### src/rtl/gpio_pkg.sv
package gpio_pkg;

  localparam int PIN_SCK  = 7;
  localparam int PIN_MISO = 6;
  localparam int PIN_MOSI = 5;
  localparam int PIN_SSEL = 4;
  localparam int PIN_TXD  = 3;
  localparam int PIN_RXD  = 2;
  localparam int PIN_OC1  = 1;
  localparam int PIN_OC0  = 0;

  typedef struct packed {
    logic       spi_slave;
    logic       spi_master;
    logic       sck;
    logic       mosi;
    logic       miso;
    logic       tx_en;
    logic       tx_d;
    logic       rx_en;
    logic [1:0] oc_en;
    logic [1:0] oc;
  } periph_t;

  typedef struct packed {
    logic force_in;
    logic force_out;
    logic use_alt;
    logic alt;
  } ovr_t;

  // Override request for one pin, from the peripheral state.
  function automatic ovr_t pin_override(int idx, periph_t p);
    ovr_t o;
    o = '0;
    case (idx)
      PIN_SCK:  begin o.force_in = p.spi_slave;  o.use_alt = p.spi_master; o.alt = p.sck;  end
      PIN_MOSI: begin o.force_in = p.spi_slave;  o.use_alt = p.spi_master; o.alt = p.mosi; end
      PIN_SSEL: begin o.force_in = p.spi_slave;  end
      PIN_MISO: begin o.force_in = p.spi_master; o.use_alt = p.spi_slave;  o.alt = p.miso; end
      PIN_TXD:  begin o.force_out = p.tx_en; o.use_alt = p.tx_en; o.alt = p.tx_d; end
      PIN_RXD:  begin o.force_in = p.rx_en; end
      PIN_OC1:  begin o.use_alt = p.oc_en[1]; o.alt = p.oc[1]; end
      PIN_OC0:  begin o.use_alt = p.oc_en[0]; o.alt = p.oc[0]; end
      default:  o = '0;
    endcase
    return o;
  endfunction

endpackage

### src/rtl/gpio_sync.sv
module gpio_sync #(
  parameter int W = 8
) (
  input  logic         clk,
  input  logic         rst_n,
  input  logic [W-1:0] d,
  output logic [W-1:0] q
);
  logic [W-1:0] s1_q, s2_q;
  logic         up_q;

  always_ff @(posedge clk or negedge rst_n) begin
    if (!rst_n) begin
      s1_q <= '0;
      s2_q <= '0;
      up_q <= 1'b0;
    end else begin
      s1_q <= d;
      s2_q <= s1_q;
      up_q <= 1'b1;
    end
  end

  assign q = s2_q;

  // each stage takes the previous edge's value of the one before it
  a_r6_first_stage: assert property (@(posedge clk) disable iff (!rst_n || !up_q)
    s1_q == $past(d));
  a_r6_second_stage: assert property (@(posedge clk) disable iff (!rst_n || !up_q)
    s2_q == $past(s1_q));
endmodule

### src/rtl/gpio_regs.sv
module gpio_regs #(
  parameter int             W  = 8,
  parameter int             AW = 6,
  parameter logic [AW-1:0]  OFS_LATCH = 'h18,
  parameter logic [AW-1:0]  OFS_DIR   = 'h17,
  parameter logic [AW-1:0]  OFS_PIN   = 'h16
) (
  input  logic          clk,
  input  logic          rst_n,
  input  logic [AW-1:0] addr,
  input  logic          wr,
  input  logic [W-1:0]  wdata,
  input  logic [W-1:0]  pin_val,
  output logic [W-1:0]  latch_q,
  output logic [W-1:0]  dir_q,
  output logic [W-1:0]  rdata
);
  logic wr_latch, wr_dir, wr_pin;

  assign wr_latch = wr && (addr == OFS_LATCH);
  assign wr_dir   = wr && (addr == OFS_DIR);
  assign wr_pin   = wr && (addr == OFS_PIN);

  always_ff @(posedge clk or negedge rst_n) begin
    if (!rst_n) begin
      latch_q <= '0;
      dir_q   <= '0;
    end else begin
      if (wr_latch) latch_q <= wdata;
      if (wr_dir)   dir_q   <= wdata;
    end
  end

  always_comb begin
    rdata = '0;
    if (addr == OFS_LATCH)    rdata = latch_q;
    else if (addr == OFS_DIR) rdata = dir_q;
    else if (addr == OFS_PIN) rdata = pin_val;
  end


  a_r2_latch_load: assert property (@(posedge clk) disable iff (!rst_n)
    wr_latch |=> latch_q == $past(wdata));

  a_r3_dir_load: assert property (@(posedge clk) disable iff (!rst_n)
    wr_dir |=> dir_q == $past(wdata));
  a_r3_pin_write_ignored: assert property (@(posedge clk) disable iff (!rst_n)
    wr_pin |=> $stable(latch_q) && $stable(dir_q));
endmodule

### src/rtl/gpio_pad_ctl.sv
module gpio_pad_ctl
  import gpio_pkg::*;
#(
  parameter int W = 8
) (
  input  logic         rst_n,
  input  logic [W-1:0] latch,
  input  logic [W-1:0] dir,
  input  periph_t      p,
  output logic [W-1:0] oe,
  output logic [W-1:0] out,
  output logic [W-1:0] pu
);
  for (genvar i = 0; i < W; i++) begin : g_pin
    ovr_t o;
    logic drive;
    logic val;
    assign o     = pin_override(i, p);
    assign drive = o.force_out | (dir[i] & ~o.force_in);
    assign val   = o.use_alt ? o.alt : latch[i];
    assign oe[i]  = rst_n & drive;
    assign out[i] = rst_n & drive & val;
    assign pu[i]  = rst_n & ~drive & latch[i];
  end
endmodule

### src/rtl/gpio_port_ovr.sv
module gpio_port_ovr
  import gpio_pkg::*;
#(
  parameter int            W  = 8,
  parameter int            AW = 6,
  parameter logic [AW-1:0] OFS_LATCH = 'h18,
  parameter logic [AW-1:0] OFS_DIR   = 'h17,
  parameter logic [AW-1:0] OFS_PIN   = 'h16
) (
  input  logic          clk,
  input  logic          rst_n,
  input  logic [AW-1:0] bus_addr,
  input  logic          bus_wr,
  input  logic [W-1:0]  bus_wdata,
  output logic [W-1:0]  bus_rdata,
  input  logic [W-1:0]  pad_in,
  input  logic          spi_en,
  input  logic          spi_master,
  input  logic          spi_sck_o,
  input  logic          spi_mosi_o,
  input  logic          spi_miso_o,
  input  logic          uart_tx_en,
  input  logic          uart_tx_d,
  input  logic          uart_rx_en,
  input  logic [1:0]    tmr_oc_en,
  input  logic [1:0]    tmr_oc,
  output logic [W-1:0]  pad_oe,
  output logic [W-1:0]  pad_out,
  output logic [W-1:0]  pad_pu
);
  logic [W-1:0] latch_q, dir_q, pin_sync;
  logic         spi_slave_w, spi_master_w;
  periph_t      per;

  assign spi_slave_w  = spi_en & ~spi_master;
  assign spi_master_w = spi_en &  spi_master;

  always_comb begin
    per            = '0;
    per.spi_slave  = spi_slave_w;
    per.spi_master = spi_master_w;
    per.sck        = spi_sck_o;
    per.mosi       = spi_mosi_o;
    per.miso       = spi_miso_o;
    per.tx_en      = uart_tx_en;
    per.tx_d       = uart_tx_d;
    per.rx_en      = uart_rx_en;
    per.oc_en      = tmr_oc_en;
    per.oc         = tmr_oc;
  end

  gpio_sync #(.W(W)) u_sync (
    .clk(clk), .rst_n(rst_n), .d(pad_in), .q(pin_sync)
  );

  gpio_regs #(.W(W), .AW(AW), .OFS_LATCH(OFS_LATCH), .OFS_DIR(OFS_DIR),
              .OFS_PIN(OFS_PIN)) u_regs (
    .clk(clk), .rst_n(rst_n), .addr(bus_addr), .wr(bus_wr), .wdata(bus_wdata),
    .pin_val(pin_sync), .latch_q(latch_q), .dir_q(dir_q), .rdata(bus_rdata)
  );

  gpio_pad_ctl #(.W(W)) u_pad (
    .rst_n(rst_n), .latch(latch_q), .dir(dir_q), .p(per),
    .oe(pad_oe), .out(pad_out), .pu(pad_pu)
  );

  // pads quiet while reset is held
  always @(negedge clk) begin
    if (!rst_n) a_r1_reset_quiet: assert (pad_oe == '0 && pad_pu == '0);
  end


  a_r7_slave_inputs: assert property (@(posedge clk) disable iff (!rst_n)
    spi_slave_w |-> !pad_oe[PIN_SCK] && !pad_oe[PIN_MOSI] && !pad_oe[PIN_SSEL]
                    && pad_pu[PIN_SSEL] == latch_q[PIN_SSEL]);

  a_r9_master_miso_in: assert property (@(posedge clk) disable iff (!rst_n)
    spi_master_w |-> !pad_oe[PIN_MISO] && pad_pu[PIN_MISO] == latch_q[PIN_MISO]);

  a_r10_tx_drives: assert property (@(posedge clk) disable iff (!rst_n)
    uart_tx_en |-> pad_oe[PIN_TXD] && pad_out[PIN_TXD] == uart_tx_d && !pad_pu[PIN_TXD]);

  a_r11_rx_input: assert property (@(posedge clk) disable iff (!rst_n)
    uart_rx_en |-> !pad_oe[PIN_RXD] && pad_pu[PIN_RXD] == latch_q[PIN_RXD]);

  a_r12_timer_needs_dir: assert property (@(posedge clk) disable iff (!rst_n)
    (tmr_oc_en[0] && !dir_q[PIN_OC0]) |-> !pad_oe[PIN_OC0]);
  // output enable and pull-up never on together
  a_r5_pu_off_when_driven: assert property (@(posedge clk) disable iff (!rst_n)
    (pad_oe & pad_pu) == '0);
endmodule

### config.mk
export PLATFORM = sky130hd
export DESIGN_NAME = gpio_port_ovr
export DESIGN_NICKNAME = d
export VERILOG_FILES = /design/src/rtl/gpio_pkg.sv /design/src/rtl/gpio_sync.sv /design/src/rtl/gpio_regs.sv /design/src/rtl/gpio_pad_ctl.sv /design/src/rtl/gpio_port_ovr.sv
export SDC_FILE = /design/constraint.sdc
export NUM_CORES = 1
export LEC_CHECK = 0
export BUFFER_PORTS_ARGS = -buffer_cell sky130_fd_sc_hd__buf_2
export CAP_MARGIN = 5
export CORE_UTILIZATION = 50
export DETAILED_ROUTE_END_ITERATION = 12
export GPL_TIMING_DRIVEN = 0
export PLACE_DENSITY_LB_ADDON = 0.12
export REMOVE_ABC_BUFFERS = 1
export SLEW_MARGIN = 25
export SYNTH_ARGS = -nofsm -noshare
export SYNTH_HDL_FRONTEND = slang
export SYNTH_SLANG_ARGS = --single-unit
### constraint.sdc
create_clock -name clk -period 2.8 [get_ports clk]
set_input_delay 0.28 -clock clk [delete_from_list [all_inputs] [get_ports clk]]
set_output_delay 0.28 -clock clk [all_outputs]
set_load 0.02 [all_outputs]
==> flow_summary.json, run 1 <==
{
  "slew_violations": 0,
  "cts_hold_buf": 0,
  "setup_ws_ns": 0.971,
  "hold_end": "u_sync.s1_q[1]$_DFF_PN0_",
  "final.min_clock_period_ns": 1.83,
  "synthArstFlopShare_pct": 100,
  "startpoint_type": "input pin",
  "grt_max_degree": 51,
  "reg2reg_depth": 1,
  "synthesis.area_per_instance_um2": 12.7,
  "cp-end-kind": "primary output",
  "totalWireLength_um": 3170,
  "antenna_found_initial": 0,
  "synth_edf_count": 0,
  "drc": 5,
  "power_density_mw_per_mm2": 507,
  "synth_ff_type": "dfrtp_1",
  "io_pins": 69,
  "cts_resized": 0,
  "path_class": "in -> out",
  "synthesis.area_mm2": 0.00154,
  "tightestPinTransition_ns": 0.911,
  "first_iter_violations": 58,
  "finalNetCount": 227,
  "numCtsBuffers": 5,
  "switchingPower_w": 0.000262,
  "cts_max_level": 2,
  "insertion_delay_ns": 0.31,
  "drive_gt1_share_pct": 44.5,
  "dp.final_hpwl_um": 2350,
  "rr_startpoint": "u_regs.dir_q[3]$_DFFE_PN0P_",
  "cts_tree": "built",
  "final_common_cell": "buf_2",
  "hp-start": "pad_in[1]",
  "maxSlewHeadroom_pct": 39.3,
  "p_sw_share_pct": 26.9,
  "gp_congestion": 0.665,
  "ant_nets": 0,
  "start_util_pct": 54.4,
  "clkTransAtPathRegs_ns": 0.09,
  "num_rows": 19,
  "p_int_w": 0.000713,
  "final_cell_mix": "buf_2 (68), dfrtp_1 (32), mux2i_1 (12)",
  "vias": 1180,
  "cp_data_required_time_ns": 2.52,
  "worst_ir_drop_vdd_uv": 347,
  "dp_slack_ns": 0.922,
  "vias_per_cell": 5.32,
  "die_area_mm2": 0.00330,
  "grt_pass1_wl_um": 5220,
  "critPathMaxFanout": 50,
  "worstReg2RegEnd": "u_regs.dir_q[3]$_DFFE_PN0P_",
  "grt_usage_pct": 21.5,
  "leakage_nw": 1.05,
  "yosysWarnings": 0,
  "antenna_cells": 0,
  "io_buffers": 68,
  "fin_util_pct": 67.9,
  "min_path_cells": 1,
  "hold_path_class": "in -> reg",
  "setup-tns-final_ns": 0,
  "dr.pass1.iters": 8,
  "rrSetupSlack_ns": 1.96,
  "fmax_ghz": 0.547,
  "cts_setup_buffers": 0,
  "synth_cells": 121,
  "root_buffer": "clkbuf_4",
  "multiInputGateArea_um2": 678,
  "max_cap_violations": 0,
  "ys_ff_latch": 32,
  "stdcell_count": 222,
  "violations": "DRC",
  "grt-ovfl-total": 0,
  "clock-sinks": 32,
  "die_w_um": 57.5,
  "routedWlPerCell_um": 14.3,
  "ys_seq_area_share_pct": 52.1,
  "crit_arrival_ns": 1.55,
  "coreArea_mm2": 0.00283,
  "die_h_um": 57.5,
  "syn_to_final_growth_pct": 24.9,
  "pwr-share-clk_pct": 27.2,
  "yosysUniqueCellTypes": 26,
  "period_share_pct": 65.3,
  "dp_cells": 214,
  "rsz0062_at_grt": "false",
  "grt_pass1_vias": 1140,
  "seqCellArea_um2": 801,
  "report.final.setup_viol": 0,
  "pwr-share-comb_pct": 17.5,
  "finalClockSkew_ns": 0.000259,
  "nFillCells": 223,
  "clk_path_buf_depth": 2,
  "status": "finished, violations left",
  "p_seq_share_pct": 55.3,
  "hold_violations": 0
}
kinds of logic (layout without fill, tap and decap cells):
group                  count (synthesis)  in the layout  synth area share [%]
multiplexers                          28             28                  21.5
buffers and inverters                  7             77                  3.82
AO/OA/AOI/OAI                         16             16                  7.32
flip-flops                            32             32                  52.1
AND/OR/NAND/NOR                       38             38                  15.3
power groups by stage:
stage	Combinational, W	Sequential (W)	Clock [W]
floorplan	0.000102	0.000537	0
global placement	0.000165	0.000544	0
detailed placement	0.000172	0.000549	0
CTS	0.000173	0.000540	0.000275
global route	0.000188	0.000547	0.000295
finish	0.000170	0.000539	0.000265
worst max-delay path, stage by stage:
cell and delay, ns:
buf_2 0.68, and3_1 0.29, and2_1 0.12, buf_2 0.15
sequential cells by signal, indices dropped and copies added (netlist names):
register,flops
u_regs.dir_q,8
u_regs.latch_q,8
u_sync.q,8
u_sync.s1_q,8
cells in the mapped netlist, types with 3 or more instances:
cell type	n	area [um2]
dfrtp_1	32	801
mux2_4	8	120
and3_1	5	31.3
nand2_1	11	41.3
mux2_1	7	78.8
and2_1	4	25.0
a21oi_1	7	35.0
nand2b_1	3	18.8
nor2b_1	5	31.3
mux2i_1	12	120
o2bb2ai_1	8	70.1
worst max path at each step:
stage                               to   startpoint
final                       pad_out[4]        rst_n
after global routing        pad_out[2]        rst_n
after CTS                   pad_out[4]        rst_n
after detailed placement    pad_out[4]        rst_n
after global placement      pad_out[4]        rst_n
after floorplan           bus_rdata[0]  bus_addr[2]
metal layers:
metal	wire length, um	global-route usage, %	share of wire [%]	vias to the layer above
met5	0	0	0	-
met4	31	8.36	0.98	0
met3	180	5.90	5.7	5
met2	1670	37.4	53	44
met1	1290	25.1	41	564
li1	-	-	-	567
metrics by stage:
stage                     power [W]  hold slack [ns]  area, um2
after floorplan            0.000639          -0.0156       1480
after global placement     0.000709            0.332       1860
after detailed placement   0.000721            0.336       1860
after CTS                  0.000987           0.0476       1920
after global routing        0.00103           0.0337       1920
final                      0.000974           0.0608       1920
layout make-up:
cell class	instances	area share [%]
inverters	1	0.195
well taps	31	2.02
clock buffers	8	3.06
flip-flops and latches	32	41.7
multi-input cells	82	35.3
repair buffers	68	17.7
Note: power is estimated with default switching activity, not from simulation.
==> inputs of run 2 (changes only) <==
Settings changed: CORE_UTILIZATION 50 to 42.
Clock period 2.8 ns to 1.6 ns, I/O delays scaled along.
==> run 2 against run 1 <==
Net effect:
- flip-flop and latch count unchanged
- hold slack improved by 0.0023 ns
- wire length increased by 8.2%
- non-clock buffer count increased by 10
- via count increased by 2.0%
- total power increased by 100%
- sequential share of layout area decreased by 3.4 points
- the run now ends clean
- largest cell class unchanged
- combinational power increased by 91%
- utilization decreased by 6.6 points
- global-route usage decreased by 2.4 points
- die area increased by 18%
==> flow_summary.json, run 2 (same netlist as run 1, synthesis figures left out) <==
{
  "crit_chain": "dlygate4sd3_1, buf_6, and3_1, nor2b_1, buf_2",
  "grt-ovfl-total": 0,
  "power_density_mw_per_mm2": 934,
  "io_pins": 69,
  "ant_nets": 0,
  "clkTransAtPathRegs_ns": 0.10,
  "cts_tree": "built",
  "critPathMaxFanout": 19,
  "dp_cells": 229,
  "drc": 0,
  "start_util_pct": 45.0,
  "dp.final_hpwl_um": 2330,
  "dr.pass1.iters": 4,
  "hold_path_class": "in -> reg",
  "antenna_cells": 0,
  "insertion_delay_ns": 0.33,
  "cp_data_required_time_ns": 1.44,
  "first_iter_violations": 38,
  "stdcell_count": 247,
  "crit_arrival_ns": 1.36,
  "cp-end-kind": "primary output",
  "final_common_cell": "buf_2",
  "vias": 1204,
  "final_cell_mix": "buf_2 (67), dfrtp_1 (32), mux2i_1 (12)",
  "die_area_mm2": 0.00391,
  "path_delay_family": "buffers and inverters",
  "die_h_um": 62.5,
  "cts_setup_buffers": 0,
  "fmax_ghz": 0.659,
  "worst_ir_drop_vdd_uv": 586,
  "numCtsBuffers": 5,
  "final.min_clock_period_ns": 1.52,
  "finalClockSkew_ns": 0.00908,
  "syn_to_final_growth_pct": 36.1,
  "seqCellArea_um2": 801,
  "clk_path_buf_depth": 2,
  "gp_congestion": 0.695,
  "drive_gt1_share_pct": 44.3,
  "cpPeakStageDelay_ns": 0.54,
  "antenna_found_initial": 0,
  "leakage_nw": 1.12,
  "root_buffer": "clkbuf_4",
  "clock-sinks": 32,
  "max_cap_violations": 0,
  "routedWlPerCell_um": 13.9,
  "vias_per_cell": 4.87,
  "grt_max_degree": 33,
  "slew_violations": 0,
  "num_rows": 21,
  "hold_violations": 0,
  "io_buffers": 68,
  "hold_ws_ns": 0.0632,
  "tightestPinTransition_ns": 0.466,
  "period_share_pct": 94.9,
  "grt_pass1_wl_um": 5620,
  "startpoint_type": "input pin",
  "grt_usage_pct": 19.1,
  "path_class": "in -> out",
  "crit_slowest_cell": "dlygate4sd3_1",
  "maxSlewHeadroom_pct": 69.0,
  "nFillCells": 286,
  "die_w_um": 62.5,
  "finalNetCount": 237,
  "status": "finished clean",
  "critPathBufInv": 3,
  "totalWireLength_um": 3430,
  "grt_pass1_vias": 1154,
  "multiInputGateArea_um2": 679,
  "report.final.setup_viol": 0,
  "rsz0062_at_grt": "false",
  "coreArea_mm2": 0.00342,
  "cts_max_level": 2
}
[run 2: cell type report]
cell class | instances | area share [%]
clock buffers | 7 | 3.11
clock inverters | 1 | 1.43
inverters | 1 | 0.179
multi-input cells | 82 | 32.5
flip-flops and latches | 32 | 38.3
well taps | 46 | 2.75
repair buffers | 78 | 21.8
[run 2: timing repair]
item | 4_1_cts | 5_1_grt
setup endpoints to repair | 6 | 12
hold buffers | 10 | 0
pin swaps | 0 | 0
hold endpoints to repair | 40 | 0
gates resized for setup | 1 | 2
[run 2: worst paths after layout]
check                                       startpoint                       endpoint  slack (ns)  depth (start not counted)
max reg2reg                u_regs.dir_q[5]$_DFFE_PN0P_    u_regs.dir_q[5]$_DFFE_PN0P_        0.77                          1
min in group asynchronous                        rst_n  u_regs.latch_q[1]$_DFFE_PN0P_        0.42                          3
min reg2reg                   u_sync.s1_q[6]$_DFF_PN0_          u_sync.q[6]$_DFF_PN0_        0.35                          0
max in group asynchronous                        rst_n          u_sync.q[2]$_DFF_PN0_        0.99                          3
max                                              rst_n                     pad_out[6]        0.08                          5
min                                       bus_wdata[6]    u_regs.dir_q[6]$_DFFE_PN0P_        0.06                          2
[run 2: power breakdown]
part	internal [W]	leakage, nW	switching [W]
sequential	0.000882	0.399	0.0000606
clock	0.000415	0.0515	0.000272
combinational	0.000169	0.665	0.000156
total	0.00147	1.12	0.000488
[run 2: routing by layer]
metal	up-vias	track usage, %	routed length [um]
li1	587	-	-
met1	565	23.6	1510
met2	47	31.4	1660
met3	5	6.20	224
met4	0	6.10	40
met5	-	0	0
[run 2: per-stage QoR]
step	setup TNS, ns	setup slack [ns]	area [um2]	utilization [%]	total power (W)
finish	0	0.0823	2090	61.3	0.00195
floorplan	0	0.397	1480	-	0.00112
detailed placement	-0.141	-0.0463	1880	55.1	0.00126
global route	0	0.00126	2090	61.3	0.00206
CTS	0	0.0190	2090	61.1	0.00198
global placement	-0.0443	-0.0242	1880	55.1	0.00124
